### src/rtl/e1fp_pkg.sv
`timescale 1ns/1ps
package e1fp_pkg;

   localparam int unsigned FP_MODE_W = 3;

   typedef enum logic [FP_MODE_W-1:0] {
      FP_MODE_FRAME = 3'd0,
      FP_MODE_SIGMF = 3'd1,
      FP_MODE_CRCMF = 3'd2,
      FP_MODE_COMBO = 3'd3,
      FP_MODE_OHEAD = 3'd4
   } fp_mode_e;

   localparam int unsigned FP_MF_CNT = 2;
   localparam int unsigned FP_MF_SIG = 0;
   localparam int unsigned FP_MF_CRC = 1;

endpackage

### src/rtl/e1fp_bit_ctr.sv
`timescale 1ns/1ps
module e1fp_bit_ctr #(
   parameter int unsigned TS_BITS      = 8,
   parameter int unsigned TS_PER_FRAME = 32,
   parameter int unsigned SB_W         = 3,
   parameter int unsigned TS_W         = 5
) (
   input  logic            clk_i,
   input  logic            rst_ni,
   input  logic            sync_i,
   output logic [SB_W-1:0] sbit_q_o,
   output logic [TS_W-1:0] slot_q_o,
   output logic [TS_W-1:0] slot_d_o,
   output logic            frame_edge_o
);

   localparam logic [SB_W-1:0] SB_LAST = SB_W'(TS_BITS - 1);
   localparam logic [TS_W-1:0] TS_LAST = TS_W'(TS_PER_FRAME - 1);

   logic [SB_W-1:0] sbit_q, sbit_d;
   logic [TS_W-1:0] slot_q, slot_d;
   logic            at_last_bit, at_last_slot;

   always_comb begin
      at_last_bit  = (sbit_q == SB_LAST);
      at_last_slot = (slot_q == TS_LAST);
      frame_edge_o = sync_i | (at_last_bit & at_last_slot);
      sbit_d       = sbit_q;
      slot_d       = slot_q;
      if (sync_i) begin
         sbit_d = '0;
         slot_d = '0;
      end else if (at_last_bit) begin
         sbit_d = '0;
         slot_d = at_last_slot ? '0 : slot_q + 1'b1;
      end else begin
         sbit_d = sbit_q + 1'b1;
      end
   end

   always_ff @(negedge clk_i) begin
      if (!rst_ni) begin
         sbit_q <= '0;
         slot_q <= '0;
      end else begin
         sbit_q <= sbit_d;
         slot_q <= slot_d;
      end
   end

   assign sbit_q_o = sbit_q;
   assign slot_q_o = slot_q;
   assign slot_d_o = slot_d;

endmodule

### src/rtl/e1fp_mf_ctr.sv
`timescale 1ns/1ps
module e1fp_mf_ctr #(
   parameter int unsigned MF_FRAMES = 16,
   parameter int unsigned FR_W      = 4
) (
   input  logic            clk_i,
   input  logic            rst_ni,
   input  logic            frame_edge_i,
   input  logic            resync_i,
   output logic [FR_W-1:0] fr_q_o,
   output logic            mf_start_o
);

   localparam logic [FR_W-1:0] FR_LAST = FR_W'(MF_FRAMES - 1);

   logic [FR_W-1:0] fr_q, fr_d;
   logic            pend_q, pend_d, pend_eff;

   always_comb begin
      pend_eff = pend_q | resync_i;
      fr_d     = fr_q;
      pend_d   = pend_eff;
      if (frame_edge_i) begin
         pend_d = 1'b0;
         if (pend_eff)
            fr_d = '0;
         else
            fr_d = (fr_q == FR_LAST) ? '0 : fr_q + 1'b1;
      end
      mf_start_o = frame_edge_i & (fr_d == '0);
   end

   always_ff @(negedge clk_i) begin
      if (!rst_ni) begin
         fr_q   <= '0;
         pend_q <= 1'b0;
      end else begin
         fr_q   <= fr_d;
         pend_q <= pend_d;
      end
   end

   assign fr_q_o = fr_q;

endmodule

### src/rtl/e1fp_wave.sv
`timescale 1ns/1ps
module e1fp_wave
   import e1fp_pkg::*;
#(
   parameter int unsigned TS_W        = 5,
   parameter int unsigned OHEAD_TS_LO = 0,
   parameter int unsigned OHEAD_TS_HI = 16
) (
   input  logic                 clk_i,
   input  logic                 rst_ni,
   input  logic [FP_MODE_W-1:0] mode_i,
   input  logic                 frame_start_i,
   input  logic                 sig_start_i,
   input  logic                 crc_start_i,
   input  logic [TS_W-1:0]      slot_d_i,
   output logic                 marker_o
);

   localparam int unsigned N_OH = 2;

   logic [N_OH-1:0] oh_hit;
   logic            combo, hold_q, hold_d, mark_d, mark_q;

   for (genvar g = 0; g < N_OH; g++) begin : g_oh
      localparam int unsigned SLOT = (g == 0) ? OHEAD_TS_LO : OHEAD_TS_HI;
      assign oh_hit[g] = (slot_d_i == TS_W'(SLOT));
   end

   always_comb begin
      combo  = sig_start_i | hold_q;
      hold_d = combo & ~crc_start_i;
      case (fp_mode_e'(mode_i))
         FP_MODE_FRAME: mark_d = frame_start_i;
         FP_MODE_SIGMF: mark_d = sig_start_i;
         FP_MODE_CRCMF: mark_d = crc_start_i;
         FP_MODE_COMBO: mark_d = combo;
         FP_MODE_OHEAD: mark_d = |oh_hit;
         default:       mark_d = 1'b0;
      endcase
   end

   always_ff @(negedge clk_i) begin
      if (!rst_ni) begin
         hold_q <= 1'b0;
         mark_q <= 1'b0;
      end else begin
         hold_q <= hold_d;
         mark_q <= mark_d;
      end
   end

   assign marker_o = mark_q;

endmodule

### src/rtl/e1_fpulse_gen.sv
`timescale 1ns/1ps
module e1_fpulse_gen
   import e1fp_pkg::*;
#(
   parameter int unsigned TS_BITS      = 8,
   parameter int unsigned TS_PER_FRAME = 32,
   parameter int unsigned MF_FRAMES    = 16,
   parameter int unsigned OHEAD_TS_LO  = 0,
   parameter int unsigned OHEAD_TS_HI  = 16
) (
   input  logic                 clk_i,
   input  logic                 rst_ni,
   input  logic [FP_MODE_W-1:0] mode_i,
   input  logic                 frm_sync_i,
   input  logic                 sig_sync_i,
   input  logic                 crc_sync_i,
   output logic                 marker_o
);

   localparam int unsigned SB_W = (TS_BITS > 1) ? $clog2(TS_BITS) : 1;
   localparam int unsigned TS_W = $clog2(TS_PER_FRAME);
   localparam int unsigned FR_W = $clog2(MF_FRAMES);

   if (TS_PER_FRAME < 2) begin : g_bad_slots
      $error("TS_PER_FRAME must be at least 2");
   end
   if (MF_FRAMES < 2) begin : g_bad_mf
      $error("MF_FRAMES must be at least 2");
   end
   if (OHEAD_TS_LO >= TS_PER_FRAME || OHEAD_TS_HI >= TS_PER_FRAME) begin : g_bad_oh
      $error("overhead timeslots must lie inside the frame");
   end
   if (OHEAD_TS_LO == OHEAD_TS_HI) begin : g_dup_oh
      $error("overhead timeslots must differ");
   end

   logic [SB_W-1:0]       bit_sub;
   logic [TS_W-1:0]       bit_slot, slot_nxt;
   logic                  frame_edge;
   logic [FP_MF_CNT-1:0]  mf_resync, mf_start;
   logic [FR_W-1:0]       mf_fr [FP_MF_CNT];
   logic [FR_W-1:0]       sig_fr, crc_fr;

   e1fp_bit_ctr #(
      .TS_BITS      (TS_BITS),
      .TS_PER_FRAME (TS_PER_FRAME),
      .SB_W         (SB_W),
      .TS_W         (TS_W)
   ) u_bit (
      .clk_i        (clk_i),
      .rst_ni       (rst_ni),
      .sync_i       (frm_sync_i),
      .sbit_q_o     (bit_sub),
      .slot_q_o     (bit_slot),
      .slot_d_o     (slot_nxt),
      .frame_edge_o (frame_edge)
   );

   assign mf_resync[FP_MF_SIG] = sig_sync_i;
   assign mf_resync[FP_MF_CRC] = crc_sync_i;

   for (genvar k = 0; k < FP_MF_CNT; k++) begin : g_mf
      e1fp_mf_ctr #(
         .MF_FRAMES (MF_FRAMES),
         .FR_W      (FR_W)
      ) u_mf (
         .clk_i        (clk_i),
         .rst_ni       (rst_ni),
         .frame_edge_i (frame_edge),
         .resync_i     (mf_resync[k]),
         .fr_q_o       (mf_fr[k]),
         .mf_start_o   (mf_start[k])
      );
   end

   assign sig_fr = mf_fr[FP_MF_SIG];
   assign crc_fr = mf_fr[FP_MF_CRC];

   e1fp_wave #(
      .TS_W        (TS_W),
      .OHEAD_TS_LO (OHEAD_TS_LO),
      .OHEAD_TS_HI (OHEAD_TS_HI)
   ) u_wave (
      .clk_i         (clk_i),
      .rst_ni        (rst_ni),
      .mode_i        (mode_i),
      .frame_start_i (frame_edge),
      .sig_start_i   (mf_start[FP_MF_SIG]),
      .crc_start_i   (mf_start[FP_MF_CRC]),
      .slot_d_i      (slot_nxt),
      .marker_o      (marker_o)
   );

endmodule

### config.mk
export PLATFORM = sky130hd
export DESIGN_NAME = e1_fpulse_gen
export DESIGN_NICKNAME = d
export VERILOG_FILES = /design/src/rtl/e1fp_pkg.sv /design/src/rtl/e1fp_bit_ctr.sv /design/src/rtl/e1fp_mf_ctr.sv /design/src/rtl/e1fp_wave.sv /design/src/rtl/e1_fpulse_gen.sv
export SDC_FILE = /design/constraint.sdc
export NUM_CORES = 1
export LEC_CHECK = 0
export ABC_CLOCK_PERIOD_IN_PS = 2100
export CORE_AREA = 10 10 55 57
export DETAILED_ROUTE_END_ITERATION = 12
export DIE_AREA = 0 0 65 67
export DONT_BUFFER_PORTS = 1
export GPL_TIMING_DRIVEN = 1
export PLACE_DENSITY = 0.65
export REMOVE_ABC_BUFFERS = 1
export SLEW_MARGIN = 10
export SYNTH_ARGS = -nofsm -noshare
export SYNTH_HDL_FRONTEND = slang
export SYNTH_SLANG_ARGS = --single-unit
### constraint.sdc
create_clock -name clk_i -period 2.1 [get_ports clk_i]
set_input_delay 0.42 -clock clk_i [delete_from_list [all_inputs] [get_ports clk_i]]
set_output_delay 0.42 -clock clk_i [all_outputs]
set_load 0.05 [all_outputs]
==> results of run 1 <==
-- cell usage after synthesis --
master,count
a22oi_1,1
and2_1,1
nand3_1,6
a2111oi_0,1
xor2_1,1
o21a_1,1
dfxtp_1,20
or4b_4,1
or4bb_1,1
buf_2,2
inv_1,3
buf_6,1
nand3b_1,1
o211a_1,1
o211ai_1,1
nor2_1,12
o31a_1,1
a311o_1,1
clkbuf_1,1
nand2b_1,2
or3_1,1
a21o_1,3
ha_1,6
a211oi_1,1
or3b_2,1
o21ai_0,6
a21oi_1,7
mux2i_1,3
xnor2_1,2
a21boi_0,4
nand2_1,9
nor2b_1,3
o22ai_1,1
and3_1,2
nor3_1,4
nor3b_1,3
a311oi_1,1
nor4bb_1,1
a211o_1,2
nand4_1,2
-- layout make-up --
class / instances / area, um2
clock inverters: 21 / 81.3
inverters: 2 / 7.51
multi-input cells: 94 / 627
clock buffers: 3 / 22.5
repair buffers: 16 / 133
flip-flops and latches: 20 / 403
fillers: 183 / 634
well taps: 27 / 33.8
-- registers in the layout, indices dropped and copies added, names as in the netlist --
signal,cells
g_mf.u_mf.pend_q,2
u_bit.sbit_q_o,3
u_wave.hold_q,1
u_wave.marker_o,1
g_mf.u_mf.fr_q_o,8
u_bit.slot_q_o,5
-- cells by family after synthesis --
group | after synthesis | synth area share, %
AND/OR/NAND/NOR | 50 | 25.7
AO/OA/AOI/OAI | 32 | 20.6
flip-flops | 20 | 37.9
buffers and inverters | 7 | 3.43
adder cells (fa/ha/maj) | 6 | 7.10
XOR/XNOR | 3 | 2.49
multiplexers | 3 | 2.84
-- per-layer routing --
metal,up-vias,track usage [%],wire length (um)
li1,515,-,-
met1,470,12.2,1070
met2,23,18.2,1030
met3,6,4.85,123
met4,0,8.82,56
met5,-,0,0
-- worst reg2reg max path, delay by kind of cell, from the launching register on --
| family | cells | cell delay (ns) |
|---|---|---|
| AO/OA/AOI/OAI | 3 | 0.61 |
| AND/OR/NAND/NOR | 1 | 0.55 |
| flip-flops | 1 | 0.44 |
| adder cells (fa/ha/maj) | 1 | 0.30 |
-- what timing repair did --
action	in CTS	in global routing
pin swaps	0	1
setup endpoints to repair	1	4
resized for setup	1	5
buffers inserted	0	2
-- worst min-delay path by stage --
stage / from / to / depth (start not counted)
finish: u_bit.sbit_q_o[0]$_SDFF_NP0_ / u_bit.sbit_q_o[0]$_SDFF_NP0_ / 1
global route: u_bit.sbit_q_o[0]$_SDFF_NP0_ / u_bit.sbit_q_o[0]$_SDFF_NP0_ / 1
CTS: u_bit.sbit_q_o[0]$_SDFF_NP0_ / u_bit.sbit_q_o[0]$_SDFF_NP0_ / 1
detailed placement: u_bit.sbit_q_o[0]$_SDFF_NP0_ / u_bit.sbit_q_o[0]$_SDFF_NP0_ / 1
global placement: u_bit.sbit_q_o[0]$_SDFF_NP0_ / u_bit.sbit_q_o[0]$_SDFF_NP0_ / 1
floorplan: u_bit.sbit_q_o[0]$_SDFF_NP0_ / u_bit.sbit_q_o[0]$_SDFF_NP0_ / 1
-- power by group through the flow --
stage               clock network, mW  registers [mW]  logic, mW
finish                          0.344           0.399     0.0816
global placement               0.0612           0.405     0.0759
CTS                             0.362           0.398     0.0782
detailed placement             0.0612           0.405     0.0778
global route                    0.411           0.399     0.0900
floorplan                      0.0612           0.408     0.0387
-- metrics by stage --
step                power, mW  cell area, um2  hold WS (ns)  worst slack (ns)  setup TNS [ns]
floorplan               0.508            1030         0.404            -0.364           -1.42
global placement        0.542            1180         0.414            -0.343           -1.66
detailed placement      0.544            1180         0.431            -0.352           -1.78
CTS                     0.839            1280         0.436            -0.217          -0.217
global route            0.900            1310         0.452            -0.250          -0.250
finish                  0.824            1310         0.426            -0.199          -0.199
==> qor.yml, run 1 <==
outcome:
  outcome: "complete, but fails checks"
  violations: "negative setup slack"
worst_setup_path:
  cp_cell_sequence: "buf_12"
  timing.rr.start: "g_mf[0].u_mf.fr_q_o[0]$_SDFF_NN0_"
  worst-setup-path-type: "reg2out"
  cp.depth: 1
  r2r-end: "u_wave.hold_q$_SDFF_NN0_"
  cp_slowest_stage_delay_ns: 0.33
  worstPathRequired_ns: 1.68
  crit_family: "flip-flops"
  start_kind: "register"
  cp.arrival_ns: 1.88
  critPathBufInv: 1
  rr_worst_depth: 5
  critPathCaptureType: "output port"
  cp-startpoint: "u_wave.marker_o$_SDFF_NN0_"
  r2r_slack_ns: 0.15
  worst-path-max-fanout: 1
  cpMaxStageDelayCell: "dfxtp_2"
  crit_end: "marker_o"
floorplanning:
  die_w_um: 65
  ios: 9
  dieArea_mm2: 0.00436
  die_h_um: 67
  core_mm2: 0.00194
  initial_core_util_pct: 54.4
  rows: 16
clock_network:
  path_clk_slew_ns: 0.04
  holdBufCountCts: 0
  insertion_delay_ns: 0.38
  clk_path_buf_depth: 2
  cts-root-buf: "clkbuf_4"
  cts_tree: "done"
  clock-sinks: 20
  cts_buffers: 3
  h-tree-depth: 1
logic_synthesis:
  ys_ff_latch: 20
  synth_area_mm2: 0.00106
  syn_avg_cell_area_um2: 8.74
  synth_top_cell_area_share_pct: 37.9
  yosysWarnings: 0
  synth_cells: 121
  synth_area_leaders: "dfxtp_1, ha_1, nor2_1"
  synthDistinctLibCells: 40
  synth_seq_area_share_pct: 37.9
  post-synth-top-area-cell: "dfxtp_1"
timing:
  rsz0062_at_grt: "true"
  tightest_slew_ns: 0.308
  setup-violations-final: 1
  worst_slack_ns: -0.199
  slew_headroom_pct: 79.4
  fin_worst_skew_ns: 0.0181
  hold_viol_final: 0
  slew_viol_final: 0
routing:
  drc: 0
  first_iter_violations: 56
  vias: 1014
  routedWlPerCell_um: 12.5
  drt_wl_total_mm: 2.28
  dr.pass1.iters: 4
  antenna_left: 0
  via_per_inst: 5.54
finish:
  drive_above_1_share_pct: 16.7
  final_util_pct: 67.3
  finalNonFillerCells: 183
  layout.nets: 171
  syn_to_final_growth_pct: 23.7
  final_common_cell: "inv_1"
  n_antenna_cell: 0
  final_cell_mix: "inv_1, dfxtp_1, buf_4"
global_routing:
  antenna_found_initial: 0
  grt_use_total_pct: 11.6
  grt_max_degree: 14
  overflow: 0
  grt_pass1_wl_mm: 4.14
  first_global_vias: 1058
run:
  drv_cap: 0
power_and_ir_drop:
  swShare_pct: 32.2
  comb_power_share_pct: 9.9
  seqPwrFrac_pct: 48.4
  p_sw_mw: 0.266
  pwr-share-clk_pct: 41.7
  power.internal_mw: 0.559
  vdd_drop_max_mv: 0.397
  p_leak_nw: 0.599
  power.density_mw_per_mm2: 630
placement:
  dp.cells: 158
  place_hpwl_mm: 1.69
  io_buffers: 0
  place_congestion: 0.824
worst_hold_path:
  hold_class: "reg2reg"
Note: power is estimated with default switching activity, not from simulation.
==> run 2: changes to the inputs <==
--- a/config.mk
+++ b/config.mk
@@ -5,7 +5,7 @@
 export SDC_FILE = /design/constraint.sdc
 export NUM_CORES = 1
 export LEC_CHECK = 0
-export ABC_CLOCK_PERIOD_IN_PS = 2100
+export ABC_CLOCK_PERIOD_IN_PS = 2770
 export CORE_AREA = 10 10 55 57
 export DETAILED_ROUTE_END_ITERATION = 12
 export DIE_AREA = 0 0 65 67
==> constraint.sdc (replaced) <==
create_clock -name clk_i -period 2.77 [get_ports clk_i]
set_input_delay 0.554 -clock clk_i [delete_from_list [all_inputs] [get_ports clk_i]]
set_output_delay 0.554 -clock clk_i [all_outputs]
set_load 0.05 [all_outputs]
==> run 2 against run 1 <==
The run still ends with negative setup slack left; hold slack improved by 0.022 ns; utilization shrank 2.9 points; global-route usage is 0.43 points higher; final area fell by 4.3%; count of clock-buffer cells in the layout unchanged; sequential cell count unchanged; first-iteration DRC count shrank 54%; register-to-register slack gained 0.49 ns.
==> qor.yml, run 2 (synthesis gave the netlist of run 1 again) <==
worst_setup_path:
  crit_family: "flip-flops"
  worstPathRequired_ns: 2.22
  cp.arrival_ns: 2.22
  cpMaxStageDelayCell: "dfxtp_2"
  critPathCaptureType: "output port"
  critPathBufInv: 1
  cp_cell_sequence: "buf_8"
  worst-path-max-fanout: 1
  start_kind: "register"
  worst-setup-path-type: "reg2out"
  cp_slowest_stage_delay_ns: 0.33
placement:
  io_buffers: 0
  place_congestion: 0.803
  place_hpwl_mm: 1.70
routing:
  vias: 973
  routedWlPerCell_um: 13.3
  dr.pass1.iters: 4
  drc: 0
  first_iter_violations: 26
  antenna_left: 0
  via_per_inst: 5.50
  drt_wl_total_mm: 2.35
power_and_ir_drop:
  p_sw_mw: 0.190
  pwr-share-clk_pct: 40.6
  vdd_drop_max_mv: 0.335
  comb_power_share_pct: 9.2
  p_leak_nw: 0.571
  swShare_pct: 31.5
  power.density_mw_per_mm2: 482
  seqPwrFrac_pct: 50.2
  power.internal_mw: 0.413
finish:
  n_antenna_cell: 0
  largest_reg_flops: 8
  final_common_cell: "inv_1"
  final_util_pct: 64.4
  layout.nets: 166
  final_cell_mix: "inv_1, dfxtp_1, nor2_1"
  drive_above_1_share_pct: 11.3
  syn_to_final_growth_pct: 18.3
clock_network:
  cts-root-buf: "clkbuf_4"
  post_cts_buffers: 0
  cts_tree: "done"
  cts_buffers: 3
  clk_path_buf_depth: 2
  h-tree-depth: 1
  insertion_delay_ns: 0.37
  path_clk_slew_ns: 0.04
  clock-sinks: 20
floorplanning:
  initial_core_util_pct: 54.4
  die_h_um: 67
  ios: 9
  core_mm2: 0.00194
  dieArea_mm2: 0.00436
  rows: 16
  die_w_um: 65
timing:
  hold_viol_final: 0
  fin_worst_skew_ns: 0.0115
  hold_ws_ns: 0.448
  worst_slack_ns: -0.00681
  fin_tns_setup_ns: -0.00681
  slew_viol_final: 0
  slew_headroom_pct: 66.2
  tightest_slew_ns: 0.507
  rsz0062_at_grt: "true"
  setup-violations-final: 1
global_routing:
  overflow: 0
  grt_use_total_pct: 12.0
  first_global_vias: 1015
  antenna_found_initial: 0
  grt_pass1_wl_mm: 4.22
  grt_max_degree: 15
outcome:
  outcome: "complete, but fails checks"
  violations: "negative setup slack"
worst_hold_path:
  hold_class: "reg2reg"
run:
  drv_cap: 0
## run 2: final cells by class
cell class / count / area [um2]
sequential: 20 / 402
clock inverter: 20 / 75.1
fill: 187 / 691
tap: 27 / 33.8
multi-input combinational: 94 / 621
clock buffer: 3 / 22.5
timing repair buffer: 11 / 90.1
inverter: 2 / 7.51
## run 2: path summary, 6_finish.rpt
kind                                              startpoint                           end  slack, ns  depth (start not counted)
worst min register to register  u_bit.sbit_q_o[0]$_SDFF_NP0_  u_bit.sbit_q_o[0]$_SDFF_NP0_       0.45                          1
worst min-delay path            u_bit.sbit_q_o[0]$_SDFF_NP0_  u_bit.sbit_q_o[0]$_SDFF_NP0_       0.45                          1
worst max-delay path              u_wave.marker_o$_SDFF_NN0_                      marker_o     -0.007                          1
worst max register to register  u_bit.slot_q_o[0]$_SDFF_NN0_    u_wave.marker_o$_SDFF_NN0_       0.64                          8
## run 2: metrics by stage
step | cell area (um2) | total power [mW] | setup slack [ns] | instances
after floorplan | 1030 | 0.385 | -0.163 | 117
after global placement | 1150 | 0.405 | -0.167 | 155
after detailed placement | 1150 | 0.406 | -0.187 | 155
after CTS | 1250 | 0.616 | -0.0266 | 177
after global routing | 1250 | 0.655 | -0.0631 | 177
final | 1250 | 0.603 | -0.00681 | 177
## run 2: metal layers
metal	part of all wire, %	vias to the layer above	GRT usage (%)
met5	0	-	0
met4	1.4	0	7.75
met3	7.5	2	6.35
met2	46	25	19.0
met1	45	443	12.4
li1	-	503	-
## run 2: what timing repair did
item,CTS,global route
setup endpoints to repair,1,1
hold buffers,0,0
resized for setup,3,0
pin swaps,0,0
cloned,0,0
## run 2: power by group through the flow
stage / combinational (mW) / clock (mW) / sequential (mW)
final: 0.0554 / 0.245 / 0.302
after CTS: 0.0554 / 0.258 / 0.302
after detailed placement: 0.0532 / 0.0464 / 0.307
after global routing: 0.0621 / 0.291 / 0.302
after global placement: 0.0523 / 0.0464 / 0.306
after floorplan: 0.0293 / 0.0464 / 0.309
==> run 3: changes to the inputs <==
--- a/config.mk
+++ b/config.mk
@@ -5,7 +5,9 @@
 export SDC_FILE = /design/constraint.sdc
 export NUM_CORES = 1
 export LEC_CHECK = 0
+export ABC_AREA = 1
 export ABC_CLOCK_PERIOD_IN_PS = 2770
+export CAP_MARGIN = 5
 export CORE_AREA = 10 10 55 57
 export DETAILED_ROUTE_END_ITERATION = 12
 export DIE_AREA = 0 0 65 67
==> run 3 against run 2 <==
The run now ends clean; first-iteration DRC count rose by 15%; sequential cell count is the same; area after synthesis is 0.12% lower; final area up 5.5%; clock skew up 0.026 ns; hold slack got worse by 0.031 ns; count of clock-buffer cells in the layout did not move; largest cell class unchanged.
==> qor.yml, run 3 <==
floorplanning:
  die_w_um: 65
  dieArea_mm2: 0.00436
  die_h_um: 67
  core_mm2: 0.00194
  rows: 16
  ios: 9
  initial_core_util_pct: 54.4
outcome:
  outcome: "finished clean"
routing:
  drt_wl_total_mm: 2.19
  drt-met1-wl_um: 969
  vias: 1069
  antenna_left: 0
  drc: 0
  dr.pass1.iters: 4
  via_per_inst: 4.77
  first_iter_violations: 30
  wl_met2_mm: 1.07
  dr_wl_met3_um: 135
  top_layer: "met4"
  routedWlPerCell_um: 9.75
global_routing:
  grt_pass1_wl_mm: 3.77
  grt_max_degree: 14
  first_global_vias: 1033
  overflow: 0
  antenna_found_initial: 0
  grt_use_total_pct: 10.5
placement:
  io_buffers: 0
  place_congestion: 0.796
  dp.cells: 201
  place_hpwl_mm: 1.61
timing:
  slew_viol_final: 0
  tightest_slew_ns: 0.415
  hold_ws_ns: 0.417
  hold_viol_final: 0
  slew_headroom_pct: 72.3
  fin_worst_skew_ns: 0.0379
  rsz0062_at_grt: "true"
  setup-violations-final: 0
logic_synthesis:
  synth_seq_area_share_pct: 37.9
  synth_flop_cell: "dfxtp_1"
  post-synth-top-area-cell: "dfxtp_1"
  synth_cells: 158
  synth_edf_count: 0
  synth_common_cells: "nand2_1, nor2_1, inv_1"
  synthDistinctLibCells: 19
  async_flop_share_pct: 0
  yosysWarnings: 0
  synth.most_common_cell: "nand2_1"
  synth_area_mm2: 0.00106
  syn_avg_cell_area_um2: 6.68
  synth_top_cell_area_share_pct: 37.9
  synth_area_leaders: "dfxtp_1, nand2_1, nor2_1"
  ys_ff_latch: 20
clock_network:
  insertion_delay_ns: 0.40
  cts-root-buf: "clkbuf_4"
  holdBufCountCts: 0
  cts-resized-gates: 3
  cts_buffers: 3
  h-tree-depth: 1
  clock-sinks: 20
  path_clk_slew_ns: 0.04
  clk_path_buf_depth: 2
  cts_tree: "done"
  post_cts_buffers: 0
finish:
  num-fill-cells: 185
  final_common_cell: "inv_1"
  syn_to_final_growth_pct: 25.0
  multiInputGateArea_um2: 549
  final_cell_mix: "inv_1, nand2_1, nor2_1"
  drive_above_1_share_pct: 15.2
  n_antenna_cell: 0
  largest_reg_flops: 8
  regArea_um2: 402
  finalNonFillerCells: 224
  layout.nets: 212
worst_setup_path:
  rr_worst_depth: 15
  timing.rr.start: "u_bit.slot_q_o[1]$_SDFF_NN0_"
  worstPathRequired_ns: 2.22
  cp_cell_sequence: "buf_8"
  worst-path-max-fanout: 1
  critPathCaptureType: "output port"
  crit_family: "flip-flops"
  cp_slowest_stage_delay_ns: 0.32
  critPathBufInv: 1
  worst-setup-path-type: "reg2out"
  cp.arrival_ns: 2.21
  cpMaxStageDelayCell: "dfxtp_2"
  r2r-end: "u_wave.marker_o$_SDFF_NN0_"
  r2r_slack_ns: 0.71
  start_kind: "register"
power_and_ir_drop:
  p_leak_nw: 0.677
  power.density_mw_per_mm2: 485
  vdd_drop_max_mv: 0.293
worst_hold_path:
  holdPathEnd: "u_bit.sbit_q_o[0]$_SDFF_NP0_"
  hold_class: "reg2reg"
  hp-start: "u_bit.sbit_q_o[0]$_SDFF_NP0_"
  hold_path_depth: 1
run:
  drv_cap: 0
==> run 3: logic make-up (layout without fill, tap and decap cells) <==
logic type / Yosys count / after routing / share of synthesized area [%]
flops: 20 / 20 / 37.9
fa+ha+maj: 6 / 6 / 7.11
simple gates: 93 / 93 / 37.9
compound gates: 13 / 13 / 6.75
buf+inv: 26 / 65 / 10.3
==> run 3: metrics by stage <==
stage                     instance area, um2   TNS, ns  total power, mW  util (%)  worst slack, ns
after global routing                    1320   -0.0178            0.687      68.0          -0.0178
after CTS                               1320  -0.00823            0.651      67.7         -0.00823
after detailed placement                1210    -0.545            0.421      62.1           -0.259
after global placement                  1210    -0.377            0.419      62.1           -0.191
after floorplan                         1040    -0.216            0.394         -           -0.123
final                                   1320         0            0.640      68.0          0.00673
==> run 3: worst max path at each step <==
stage	startpoint	to	slack [ns]	cells after the start
after floorplan	frm_sync_i	u_wave.marker_o$_SDFF_NN0_	-0.12	11
after global placement	sig_sync_i	u_wave.marker_o$_SDFF_NN0_	-0.19	10
after detailed placement	frm_sync_i	u_wave.marker_o$_SDFF_NN0_	-0.26	11
after CTS	u_wave.marker_o$_SDFF_NN0_	marker_o	-0.008	1
after global routing	u_wave.marker_o$_SDFF_NN0_	marker_o	-0.02	1
final	u_wave.marker_o$_SDFF_NN0_	marker_o	0.007	1
==> run 3: cell type report <==
cell class	instances	area share, %
clock buffer	3	1.71
timing repair buffer	18	10.8
inverter	23	6.73
multi-input combinational	112	41.6
tap	27	2.56
clock inverter	21	6.16
sequential	20	30.4
==> run 3: layer usage <==
layer  global-route usage, %  vias up
met2                    18.6       20
met3                    4.52        2
met1                    10.0      468
met4                    6.42        0
met5                       0        -
li1                        -      579
==> run 3: power breakdown <==
| part | switching [mW] | internal [mW] | total (mW) |
|---|---|---|---|
| clock network | 0.175 | 0.0933 | 0.268 |
| logic | 0.0389 | 0.0301 | 0.0690 |
| registers | 0.00517 | 0.298 | 0.303 |
